<file path="src/rtl/sram_ctl_pkg.sv">
`timescale 1ns/1ps
package sram_ctl_pkg;

    typedef enum logic [3:0] {
        ST_IDLE,
        ST_TURN,
        ST_W_SEL,
        ST_W_FLOAT,
        ST_W_DRIVE,
        ST_W_HOLD,
        ST_W_RECOV,
        ST_R_ACC
    } seq_state_e;

    // Active-high internal view of the pin strobes
    typedef struct packed {
        logic sel;
        logic we;
        logic oe;
        logic drv;
    } strobe_t;

    function automatic int cdiv(input int num, input int den);
        return (num + den - 1) / den;
    endfunction

    function automatic int imax(input int a, input int b);
        return (a > b) ? a : b;
    endfunction

endpackage

</file>
<file path="src/rtl/sram_timer.sv">
`timescale 1ns/1ps
module sram_timer #(
    parameter int W = 4
) (
    input  logic         clk,
    input  logic         rst,
    input  logic         load,
    input  logic [W-1:0] load_val,
    output logic         expired
);
    logic [W-1:0] cnt;

    always_ff @(posedge clk) begin
        if (rst)
            cnt <= '0;
        else if (load)
            cnt <= load_val;
        else if (cnt != '0)
            cnt <= cnt - 1'b1;
    end

    assign expired = (cnt == '0);

endmodule

</file>
<file path="src/rtl/sram_seq.sv">
`timescale 1ns/1ps
module sram_seq
    import sram_ctl_pkg::*;
#(
    parameter int CLK_NS    = 4,
    parameter int T_WC_NS   = 55,
    parameter int T_WP_NS   = 40,
    parameter int T_CW_NS   = 40,
    parameter int T_DS_NS   = 25,
    parameter int T_HZWE_NS = 20,
    parameter int T_RC_NS   = 55,
    parameter int T_AA_NS   = 55,
    parameter int T_OE_NS   = 25
) (
    input  logic    clk,
    input  logic    rst,
    input  logic    req_valid,
    input  logic    req_write,
    output logic    req_ready,
    output logic    accept,
    output logic    sample,
    output strobe_t strb
);
    localparam int HZ_C   = imax(1, cdiv(T_HZWE_NS, CLK_NS));
    localparam int WP_C   = cdiv(T_WP_NS, CLK_NS);
    localparam int CW_C   = cdiv(T_CW_NS, CLK_NS);
    localparam int DS_C   = cdiv(T_DS_NS, CLK_NS);
    localparam int WC_C   = cdiv(T_WC_NS, CLK_NS);
    localparam int DRV_C  = imax(1, imax(DS_C, imax(WP_C - HZ_C, CW_C - 1 - HZ_C)));
    localparam int BASE_C = 2 + HZ_C + DRV_C;
    localparam int REC_C  = (WC_C > BASE_C) ? (WC_C - BASE_C) : 0;
    localparam int ACC_C  = imax(1, imax(cdiv(T_AA_NS, CLK_NS),
                                 imax(cdiv(T_RC_NS, CLK_NS), cdiv(T_OE_NS, CLK_NS))));
    localparam int MAX_C  = imax(imax(HZ_C, DRV_C), imax(REC_C, ACC_C));
    localparam int CNT_W  = $clog2(MAX_C + 1);
    localparam int RUN_W  = $clog2(HZ_C + DRV_C + 2);

    seq_state_e       state, state_nx;
    logic             pend_write, last_write, have_last;
    logic             tmr_load, tmr_done;
    logic [CNT_W-1:0] tmr_val;

    sram_timer #(.W(CNT_W)) u_timer (
        .clk      (clk),
        .rst      (rst),
        .load     (tmr_load),
        .load_val (tmr_val),
        .expired  (tmr_done)
    );

    always_comb begin
        state_nx  = state;
        tmr_load  = 1'b0;
        tmr_val   = '0;
        accept    = 1'b0;
        sample    = 1'b0;
        req_ready = (state == ST_IDLE);
        unique case (state)
            ST_IDLE: begin
                if (req_valid) begin
                    accept = 1'b1;
                    if (have_last && (req_write != last_write))
                        state_nx = ST_TURN;
                    else if (req_write)
                        state_nx = ST_W_SEL;
                    else begin
                        state_nx = ST_R_ACC;
                        tmr_load = 1'b1;
                        tmr_val  = CNT_W'(ACC_C - 1);
                    end
                end
            end
            ST_TURN: begin
                if (pend_write)
                    state_nx = ST_W_SEL;
                else begin
                    state_nx = ST_R_ACC;
                    tmr_load = 1'b1;
                    tmr_val  = CNT_W'(ACC_C - 1);
                end
            end
            ST_W_SEL: begin
                state_nx = ST_W_FLOAT;
                tmr_load = 1'b1;
                tmr_val  = CNT_W'(HZ_C - 1);
            end
            ST_W_FLOAT: begin
                if (tmr_done) begin
                    state_nx = ST_W_DRIVE;
                    tmr_load = 1'b1;
                    tmr_val  = CNT_W'(DRV_C - 1);
                end
            end
            ST_W_DRIVE: begin
                if (tmr_done)
                    state_nx = ST_W_HOLD;
            end
            ST_W_HOLD: begin
                if (REC_C > 0) begin
                    state_nx = ST_W_RECOV;
                    tmr_load = 1'b1;
                    tmr_val  = CNT_W'(REC_C - 1);
                end else
                    state_nx = ST_IDLE;
            end
            ST_W_RECOV: begin
                if (tmr_done)
                    state_nx = ST_IDLE;
            end
            ST_R_ACC: begin
                if (tmr_done) begin
                    sample   = 1'b1;
                    state_nx = ST_IDLE;
                end
            end
            default: state_nx = ST_IDLE;
        endcase
    end

    always_ff @(posedge clk) begin
        if (rst) begin
            state      <= ST_IDLE;
            pend_write <= 1'b0;
            last_write <= 1'b0;
            have_last  <= 1'b0;
        end else begin
            state <= state_nx;
            if (accept) begin
                pend_write <= req_write;
                last_write <= req_write;
                have_last  <= 1'b1;
            end
        end
    end

    always_comb begin
        strb.sel = (state inside {ST_W_SEL, ST_W_FLOAT, ST_W_DRIVE, ST_W_HOLD, ST_R_ACC});
        strb.we  = (state inside {ST_W_FLOAT, ST_W_DRIVE});
        strb.drv = (state inside {ST_W_DRIVE, ST_W_HOLD});
        strb.oe  = (state == ST_R_ACC);
    end

    // Cycles the write strobe has been low before the current cycle
    logic [RUN_W-1:0] we_run;
    always_ff @(posedge clk) begin
        if (rst || !strb.we)
            we_run <= '0;
        else if (we_run != '1)
            we_run <= we_run + 1'b1;
    end

    logic drv_w, we_w;
    assign drv_w = strb.drv;
    assign we_w  = strb.we;

    AST_READY_STANDBY: assert property (@(posedge clk) disable iff (rst)
        req_ready |-> !strb.sel);
    AST_DRIVE_AFTER_FLOAT: assert property (@(posedge clk) disable iff (rst)
        $rose(drv_w) |-> (we_run >= RUN_W'(HZ_C)));
    AST_DRIVE_NOT_READ: assert property (@(posedge clk) disable iff (rst)
        drv_w |-> (strb.sel && !strb.oe));
    AST_WE_WIDTH: assert property (@(posedge clk) disable iff (rst)
        $fell(we_w) |-> (we_run >= RUN_W'(WP_C)));
    AST_DATA_HOLD: assert property (@(posedge clk) disable iff (rst)
        $fell(we_w) |-> drv_w);

endmodule

</file>
<file path="src/rtl/sram_dpath.sv">
`timescale 1ns/1ps
module sram_dpath #(
    parameter int ADDR_W = 17,
    parameter int DATA_W = 8
) (
    input  logic              clk,
    input  logic              rst,
    input  logic              accept,
    input  logic [ADDR_W-1:0] req_addr,
    input  logic [DATA_W-1:0] req_wdata,
    input  logic              sample,
    input  logic [DATA_W-1:0] mem_dq_in,
    output logic [ADDR_W-1:0] mem_addr,
    output logic [DATA_W-1:0] wr_byte,
    output logic              rsp_valid,
    output logic [DATA_W-1:0] rsp_rdata
);
    always_ff @(posedge clk) begin
        if (rst) begin
            mem_addr  <= '0;
            wr_byte   <= '0;
            rsp_valid <= 1'b0;
            rsp_rdata <= '0;
        end else begin
            if (accept) begin
                mem_addr <= req_addr;
                wr_byte  <= req_wdata;
            end
            rsp_valid <= sample;
            if (sample)
                rsp_rdata <= mem_dq_in;
        end
    end

    AST_RSP_PULSE: assert property (@(posedge clk) disable iff (rst)
        rsp_valid |=> !rsp_valid);

endmodule

</file>
<file path="src/rtl/sram_async_ctl.sv">
`timescale 1ns/1ps
module sram_async_ctl
    import sram_ctl_pkg::*;
#(
    parameter int ADDR_W    = 17,
    parameter int DATA_W    = 8,
    parameter int CLK_NS    = 4,
    parameter int T_WC_NS   = 55,
    parameter int T_WP_NS   = 40,
    parameter int T_CW_NS   = 40,
    parameter int T_DS_NS   = 25,
    parameter int T_HZWE_NS = 20,
    parameter int T_RC_NS   = 55,
    parameter int T_AA_NS   = 55,
    parameter int T_OE_NS   = 25
) (
    input  logic              clk,
    input  logic              rst,
    input  logic              req_valid,
    output logic              req_ready,
    input  logic              req_write,
    input  logic [ADDR_W-1:0] req_addr,
    input  logic [DATA_W-1:0] req_wdata,
    output logic              rsp_valid,
    output logic [DATA_W-1:0] rsp_rdata,
    output logic [ADDR_W-1:0] mem_addr,
    output logic              mem_ce_n,
    output logic              mem_ce,
    output logic              mem_we_n,
    output logic              mem_oe_n,
    output logic [DATA_W-1:0] mem_dq_out,
    output logic              mem_dq_oe,
    input  logic [DATA_W-1:0] mem_dq_in
);
    strobe_t strb;
    logic    accept, sample;

    sram_seq #(
        .CLK_NS    (CLK_NS),
        .T_WC_NS   (T_WC_NS),
        .T_WP_NS   (T_WP_NS),
        .T_CW_NS   (T_CW_NS),
        .T_DS_NS   (T_DS_NS),
        .T_HZWE_NS (T_HZWE_NS),
        .T_RC_NS   (T_RC_NS),
        .T_AA_NS   (T_AA_NS),
        .T_OE_NS   (T_OE_NS)
    ) u_seq (
        .clk       (clk),
        .rst       (rst),
        .req_valid (req_valid),
        .req_write (req_write),
        .req_ready (req_ready),
        .accept    (accept),
        .sample    (sample),
        .strb      (strb)
    );

    sram_dpath #(.ADDR_W(ADDR_W), .DATA_W(DATA_W)) u_dpath (
        .clk       (clk),
        .rst       (rst),
        .accept    (accept),
        .req_addr  (req_addr),
        .req_wdata (req_wdata),
        .sample    (sample),
        .mem_dq_in (mem_dq_in),
        .mem_addr  (mem_addr),
        .wr_byte   (mem_dq_out),
        .rsp_valid (rsp_valid),
        .rsp_rdata (rsp_rdata)
    );

    assign mem_ce_n  = ~strb.sel;
    assign mem_ce    =  strb.sel;
    assign mem_we_n  = ~strb.we;
    assign mem_oe_n  = ~strb.oe;
    assign mem_dq_oe =  strb.drv;

    logic pin_sel;
    assign pin_sel = !mem_ce_n && mem_ce;

    AST_ADDR_HOLD: assert property (@(posedge clk) disable iff (rst)
        (pin_sel && $past(pin_sel)) |-> $stable(mem_addr));
    AST_OE_HIGH_IN_WRITE: assert property (@(posedge clk) disable iff (rst)
        !mem_we_n |-> (mem_oe_n && pin_sel));
    AST_SEL_BEFORE_WE: assert property (@(posedge clk) disable iff (rst)
        $fell(mem_we_n) |-> $past(pin_sel));

endmodule

</file>
<file path="config.mk">
export PLATFORM = sky130hd
export DESIGN_NAME = sram_async_ctl
export DESIGN_NICKNAME = d
export VERILOG_FILES = /design/src/rtl/sram_ctl_pkg.sv /design/src/rtl/sram_timer.sv /design/src/rtl/sram_seq.sv /design/src/rtl/sram_dpath.sv /design/src/rtl/sram_async_ctl.sv
export SDC_FILE = /design/constraint.sdc
export NUM_CORES = 1
export LEC_CHECK = 0
export CORE_MARGIN = 2
export CORE_UTILIZATION = 38
export DETAILED_ROUTE_END_ITERATION = 10
export GPL_TIMING_DRIVEN = 0
export PLACE_DENSITY = 0.73
export SLEW_MARGIN = 0
export SYNTH_ARGS = -nofsm -noshare
export SYNTH_HDL_FRONTEND = slang
export SYNTH_SLANG_ARGS = --single-unit
</file>
<file path="constraint.sdc">
create_clock -name clk -period 2.1 [get_ports clk]
set_clock_uncertainty 0.15 [all_clocks]
set_input_delay 0.315 -clock clk [delete_from_list [all_inputs] [get_ports clk]]
set_output_delay 0.315 -clock clk [all_outputs]
set_load 0.01 [all_outputs]
</file>
==> results.md, run 1 <==
- Cells along the critical path: clkbuf_4, and2_1, nand2_1, clkdlybuf4s50_1
- Overall Power: 3.15 mW
- Gr usage total: 16.7%
- Number of global-route vias before repair: 1588
- Die ar.: 5380 sq um
- Seq/Total Area, Yosys: 47.1%
- Critical Path Fanout Max: 9
- Clock H-tree levels: 2
- Slowest-stage cell, CP: clkdlybuf4s50_1
- Total grt overflow: 0
- Synthesis-stage register bit count: 43
- Slew of the pin with the lowest slew margin: 0.491 ns
- DRC Markers: 0
- WL/cell: 12.4 microns
- Row cnt: 25
- Compound-cell area share of the yosys netlist: 17.3%
- Post-layout net count: 345
- Antenna diodes: 0
- Comb pwr share: 47.3%
- CP arrival: 1.55 ns
- Bufs on Longest Clock Path: 2
- Largest net degree at the start of global routing: 13
- Slew margin rel.: 67.3%
- Synth cell types: 40
- RSZ-0062 raised after global routing: no
- Clk_lat worst skew: 0.29 ns
- # clock sinks: 43
- Input/output buffers: 75
- Area grow syn2layout: 51.6%
- Total CTS buffers: 5
- Synth area leaders: dfxtp_1 (47%), nand2_1 (13%), a21oi_1 (9.3%), mux2i_1 (4.4%), nor2_1 (3.1%)
- DR iter-0 viols: 143
- Post-synthesis adder-cell area fraction: 0.684%
- Global-route wire length before repair: 7.18 mm
- Post-synth EDFFs: 0
- Antenna Nets Post-Route: 0
- Initial Util: 39.0%
- Outcome: finished, final reports clean
- Placed cell count: 354
- Non-filler cells, final: 362
- CTS tree: done
- Min Tclk post-route: 2.01 ns
- Synth Area in Simple Gates: 23.5%
- PwrDens: 1140 nW/um^2
- Ys flop type: dfxtp_1
- Most frequent cell after synthesis: nand2_1
- Internal power: 2.02 mW
- Syn Nets: 263
- Antenna violations before repair: 0
- Fin util: 59.1%
- Clock network fraction of design power: 17.9%
- Startpoint Class: flip-flop
- Die height: 73.4 microns
- Setup TNS: 0 ns
- Max-slew violations: 0
- Multiplexer area fraction after synthesis: 5.00%
- Critical path class: reg -> out
- Final count of negative-setup-slack endpoints: 0
- Vias/cell: 4.85
- Fmax: 497 MHz
- Post-detail-place hpwl: 3.26 mm
- Via count: 1757
- Routed WL: 4.50 mm
- Share of cells above drive strength 1: 7.79%
- Mean area per synthesized cell: 8.12 sq um
- Yosys top cell by area: dfxtp_1
- Area share of the largest cell type after synthesis: 47.1%
- Maximum vdd drop: 0.557 mV
- Leakage power: 1.06 nW
- Post-synth ARST share: 0%
- Seq pwr share: 34.8%
- Synthesized area: 1830 sq um
- Core area: 4690 sq um
- YS warnings: 0
- Main combinational cell family by area after synthesis: simple AND/OR/NAND/NOR gates
- Clock root buffer: clkbuf_8
- Post-Syn Instances: 225
- Fin crit share: 95.8%
- Max-capacitance violation count: 0
- Routability Congestion: 0.813
- Drt first pass iters: 4
- Ports: 77
- Min-Delay Path Class: in -> reg
- Net switching fraction of the power: 35.7%
- Required @ worst endpoint: 1.63 ns
- Die X: 73.4 microns
- Post-Synth XOR/XNOR Area: 0.958%
- # hold bufs at CTS: 0
- Critical Path End Type: output port
- Clock-pin slew on the worst setup and hold paths: 0.08 ns
- Hold Vio Cnt, Final: 0
- Switch Pwr: 1.12 mW
- Largest stage delay, worst path: 0.52 ns
- Most frequent cells after synthesis: nand2_1 (61), dfxtp_1 (43), a21oi_1 (34)
- Post-CTS setup buffers: 0
## power groups by stage
stage | sequential, mW | clock (mW) | combinational (mW)
final | 1.09 | 0.564 | 1.49
after global routing | 1.12 | 0.618 | 1.65
after CTS | 1.09 | 0.584 | 1.49
after detailed placement | 1.11 | 0 | 1.48
after global placement | 1.10 | 0 | 1.47
after floorplan | 1.14 | 0 | 0.871
## sequential cells by signal, indices dropped and copies added, names as in the netlist
register / cells
u_dpath.mem_addr: 17
u_dpath.rsp_valid: 1
u_seq.state: 3
u_seq.u_timer.cnt: 4
u_seq.have_last: 1
u_seq.last_write: 1
u_dpath.wr_byte: 8
u_dpath.rsp_rdata: 8
## timing repair
action | CTS | global route
gates cloned | 0 | 0
setup endpoints to repair | 4 | 2
hold endpoints to repair | 0 | 0
gates resized for setup | 6 | 7
## final timing paths
path | startpoint | end | slack [ns] | depth (start not counted)
worst min register to register | u_dpath.mem_addr[1] | u_dpath.mem_addr[1] | 0.30 | 2
worst min-delay path | rst | u_seq.state[1] | 0.23 | 2
worst max register to register | u_seq.u_timer.cnt[0] | u_seq.u_timer.cnt[0] | 0.19 | 6
worst max-delay path | u_seq.state[0] | mem_oe_n | 0.09 | 4
## per-stage QoR
step	setup WS (ns)	hold slack, ns	area, sq um
after floorplan	0.287	0.301	1830
after global placement	0.0944	0.291	2650
after detailed placement	0.112	0.296	2650
after CTS	0.00694	0.235	2750
after global routing	0.0189	0.318	2770
final	0.0885	0.225	2770
## kinds of logic after synthesis
kind of cell    after synthesis
simple gates                 97
fa+ha+maj                     1
mux                           9
buf+inv                      21
flops                        43
compound gates               52
xor+xnor                      2
## final cells by class
class | instances | area (sq um)
repair buffers | 75 | 756
plain buffers | 17 | 97.6
clock buffers | 8 | 100
multi-input cells | 161 | 871
inverters | 4 | 15.0
well taps | 54 | 67.6
fillers | 424 | 1920
flip-flops and latches | 43 | 865
## worst max-delay path, delay by kind of cell, from the launching register on
family                 cells  cell delay, ns
and+or+nand+nor            2            0.27
buffers and inverters      2            0.69
DFF                        1            0.30
## cell usage in the layout (no fill, tap or decap), types with 2 or more instances in the layout
cell / Yosys / final
clkdlybuf4s50_1: 0 / 70
nand2_1: 61 / 61
dfxtp_1: 43 / 42
a21oi_1: 34 / 34
nor2_1: 15 / 14
clkbuf_1: 8 / 9
mux2i_1: 8 / 8
clkbuf_8: 0 / 7
nor3_1: 5 / 5
inv_1: 4 / 4
nand2b_1: 4 / 4
buf_4: 1 / 3
buf_2: 7 / 3
o21ai_0: 3 / 3
dlymetal6s2s_1: 0 / 3
buf_6: 1 / 2
and2_1: 2 / 2
a21o_1: 2 / 2
a211oi_2: 2 / 2
and3_1: 2 / 2
dlygate4sd2_1: 0 / 2
## layer usage
metal	share of wire [%]	track usage [%]
met1	44	21.6
met5	0	0
met2	48	26.6
met3	6.9	5.49
met4	1.1	5.05
Note: power is estimated with default switching activity, not from simulation.
==> run 2: changes to the inputs <==
--- a/config.mk
+++ b/config.mk
@@ -5,11 +5,13 @@
 export SDC_FILE = /design/constraint.sdc
 export NUM_CORES = 1
 export LEC_CHECK = 0
+export ABC_AREA = 1
+export CORE_ASPECT_RATIO = 1.75
 export CORE_MARGIN = 2
 export CORE_UTILIZATION = 38
 export DETAILED_ROUTE_END_ITERATION = 10
 export GPL_TIMING_DRIVEN = 0
-export PLACE_DENSITY = 0.73
+export PLACE_DENSITY = 0.72
 export SLEW_MARGIN = 0
 export SYNTH_ARGS = -nofsm -noshare
 export SYNTH_HDL_FRONTEND = slang
==> run 2 against run 1 <==
Critical path depth up 1. Sequential share of layout area grew 0.056 points. Power rose by 7.0%. Clock-buffer cell count fell by 2. Critical endpoint is now mem_we_n.
==> results.md, run 2 <==
- RR Startpoint: u_seq.u_timer.cnt[0]
- Max reg flops: 17 (unchanged)
- CTS tree: done
- Clock-pin slew on the worst setup and hold paths: 0.07 ns (about the same)
- Largest net degree at the start of global routing: 13 (unchanged)
- Initial Util: 39.4% (+0.41 points)
- Antenna violations before repair: 0 (unchanged)
- Comb pwr share: 51.3% (+4.0 points)
- # hold bufs at CTS: 0 (unchanged)
- # clock sinks: 43 (unchanged)
- WL/cell: 12.6 microns (+1.4%)
- Area share of the largest cell type after synthesis: 46.5% (-0.64 points)
- Net switching fraction of the power: 40.5% (+4.7 points)
- Startpoint Class: flip-flop
- Filler Cells Inserted: 464 (+9.4%)
- CP arrival: 1.53 ns (-0.02 ns)
- Slowest-stage cell, CP: clkdlybuf4s50_1
- Post-Syn Instances: 257 (+14%)
- Synthesis-stage register bit count: 43 (unchanged)
- Share of cells above drive strength 1: 9.17% (+1.4 points)
- Slew of the pin with the lowest slew margin: 0.461 ns (-0.0299 ns)
- Row cnt: 33 (+32%)
- Fmax: 502 MHz (+0.92%)
- Post-detail-place hpwl: 3.77 mm (+15%)
- Outcome: finished, final reports clean
- Syn Nets: 295 (+12%)
- Die X: 56.8 microns (-23%)
- Drt first pass iters: 4 (unchanged)
- Fin util: 58.8% (-0.29 points)
- Final count of negative-setup-slack endpoints: 0 (unchanged)
- Most frequent cell after synthesis: nand2_1
- Setup crit start: u_seq.state[1]
- Min-Delay Path Class: in -> reg
- Total CTS buffers: 5 (unchanged)
- Routability Congestion: 0.922 (+13%)
- DRC Markers: 0 (unchanged)
- Reg-to-reg slack, setup: 0.44 ns (+0.25 ns)
- Hold path startpoint: rst
- CP delay by family, top: buffers and inverters
- Setup TNS: 0 ns (unchanged)
- Area grow syn2layout: 49.3%
- Routed WL: 4.91 mm (+9.2%)
- Synth area leaders: dfxtp_1 (46%), nand2_1 (11%), a21oi_1 (9.2%), nand3_1 (9.2%), nor2_1 (7.9%)
- Min Tclk post-route: 1.99 ns (-0.0184 ns)
- Synth cell types: 22 (-45%)
- Die ar.: 5470 sq um (+1.7%)
- Number of global-route vias before repair: 1824 (+15%)
- Post-layout net count: 376 (+9.0%)
- Largest registers: u_dpath.mem_addr: 17 flops, u_dpath.rsp_rdata: 8 flops, u_dpath.wr_byte: 8 flops
- Biggest register: u_dpath.mem_addr
- Seq pwr share: 33.4% (-1.4 points)
- Maximum vdd drop: 1.03 mV (+86%)
- Max-slew violations: 0 (unchanged)
- Crit path buffers/inverters: 2 (unchanged)
- Total grt overflow: 0 (unchanged)
- Via count: 1914 (+8.9%)
- Seq/Total Area, Yosys: 46.5% (-0.64 points)
- Most frequent cell on the critical path: nand2_1
- Hold depth: 2 (unchanged)
- Clock root buffer: clkbuf_8
- Yosys top cell by area: dfxtp_1
- Clock network fraction of design power: 15.3% (-2.6 points)
- Bufs on Longest Clock Path: 2 (unchanged)
- Design area: 2770 sq um (-0.18%)
- Leakage power: 1.15 nW (+9.1%)
- Synthesized area: 1850 sq um (+1.4%)
- PwrDens: 1220 nW/um^2 (+7.2%)
- Critical Path End Type: output port
- Ports: 77 (unchanged)
- Global-route wire length before repair: 8.00 mm (+11%)
- Final hold slack: 0.275 ns (+0.0500 ns)
- Slew margin rel.: 69.3% (+2.0 points)
- Leading cell type in the layout, fill and taps excluded: clkdlybuf4s50_1
- Clk_lat worst skew: 0.28 ns (about the same)
- RR Endpoint: u_dpath.rsp_rdata[3]
- Critical Path Fanout Max: 7 (-2)
- Most frequent cells in the layout: clkdlybuf4s50_1 (72), nand2_1 (52), dfxtp_1 (40)
- Required @ worst endpoint: 1.63 ns (about the same)
- Clock H-tree levels: 2 (unchanged)
- Largest stage delay, worst path: 0.53 ns (about the same)
- Switch Pwr: 1.36 mW (+21%)
- Input/output buffers: 75 (unchanged)
- Post-synth ARST share: 0% (unchanged)
- RSZ-0062 raised after global routing: no
- Cells along the critical path: inv_2, nand2_1, nand2_1, nand2_1, clkdlybuf4s50_1
- Max-capacitance violation count: 0 (unchanged)
- Antenna diodes: 0 (unchanged)
- Fin crit share: 94.9% (-0.88 points)
- DR iter-0 viols: 55 (-62%)
- Most frequent cells after synthesis: nand2_1 (52), dfxtp_1 (43), nor2_1 (39)
- Storage cell area: 865 sq um (unchanged)
- Ys flop type: dfxtp_1
- Critical path class: reg -> out
- Hold path endpoint: u_seq.state[2]
- Internal power: 2.00 mW (-0.91%)
- Core area: 4710 sq um (+0.32%)
- YS warnings: 0 (unchanged)
- Hold Vio Cnt, Final: 0 (unchanged)
- Die height: 96.4 microns (+31%)
- Mean area per synthesized cell: 7.21 sq um (-11%)
- Footprint of the multi-input gates: 848 sq um (-2.6%)
- Placed cell areas: 2670 sq um (+0.85%)
- Vias/cell: 4.91 (+1.1%)
- Antenna Nets Post-Route: 0 (unchanged)
- Reg2Reg Depth: 7 (+1)
- Post-synth EDFFs: 0 (unchanged)
- Gr usage total: 18.5% (+1.7 points)
run 2: metrics by stage:
| step | total power, mW | worst slack [ns] | cells |
|---|---|---|---|
| after detailed placement | 2.89 | 0.113 | 384 |
| final | 3.36 | 0.107 | 390 |
| after global placement | 2.87 | 0.123 | 384 |
| after global routing | 3.64 | 0.0417 | 390 |
| after CTS | 3.41 | 0.00441 | 390 |
| after floorplan | 2.23 | 0.550 | 257 |
run 2: metal layers:
layer | up-vias | wire length [microns] | global-route usage, %
met5 | - | 0 | 0
met4 | 0 | 72 | 6.98
met3 | 4 | 216 | 3.60
met2 | 47 | 2770 | 35.6
met1 | 874 | 1850 | 19.5
li1 | 989 | - | -
run 2: worst max-delay path by stage:
stage | end | slack, ns | cells past startpoint
finish | mem_we_n | 0.11 | 5
floorplan | mem_ce | 0.55 | 5
detailed placement | req_ready | 0.11 | 5
global placement | req_ready | 0.12 | 5
global route | mem_we_n | 0.04 | 5
CTS | mem_ce | 0.004 | 6
run 2: timing repair:
| action | in CTS | in global routing |
|---|---|---|
| setup buffers | 0 | 0 |
| endpoints found under the setup margin | 4 | 3 |
| resized for setup | 5 | 4 |
| endpoints found under the hold margin | 0 | 0 |
| pin swaps | 0 | 1 |
run 2: area by class of cell:
cell class                      count  share of cell area [%]
Tap cell                           52                    2.35
Buffer                             11                    2.62
Clock buffer                        6                    2.99
Multi-Input combinational cell    183                    30.7
Clock inverter                      1                   0.181
Inverter                           19                    2.67
Sequential cell                    43                    31.3
Timing Repair Buffer               75                    27.3
run 2: logic make-up after synthesis:
logic type	after synthesis	share of synthesized area, %
compound gates	46	12.6
xor+xnor	1	0.473
fa+ha+maj	1	0.675
buf+inv	31	8.03
flops	43	46.5
simple gates	135	31.8
run 2: power groups by stage:
stage,clock network (mW),registers [mW],logic [mW]
global placement,0,1.13,1.74
CTS,0.536,1.12,1.75
global route,0.557,1.14,1.94
detailed placement,0,1.13,1.76
floorplan,0,1.15,1.08
finish,0.514,1.12,1.73
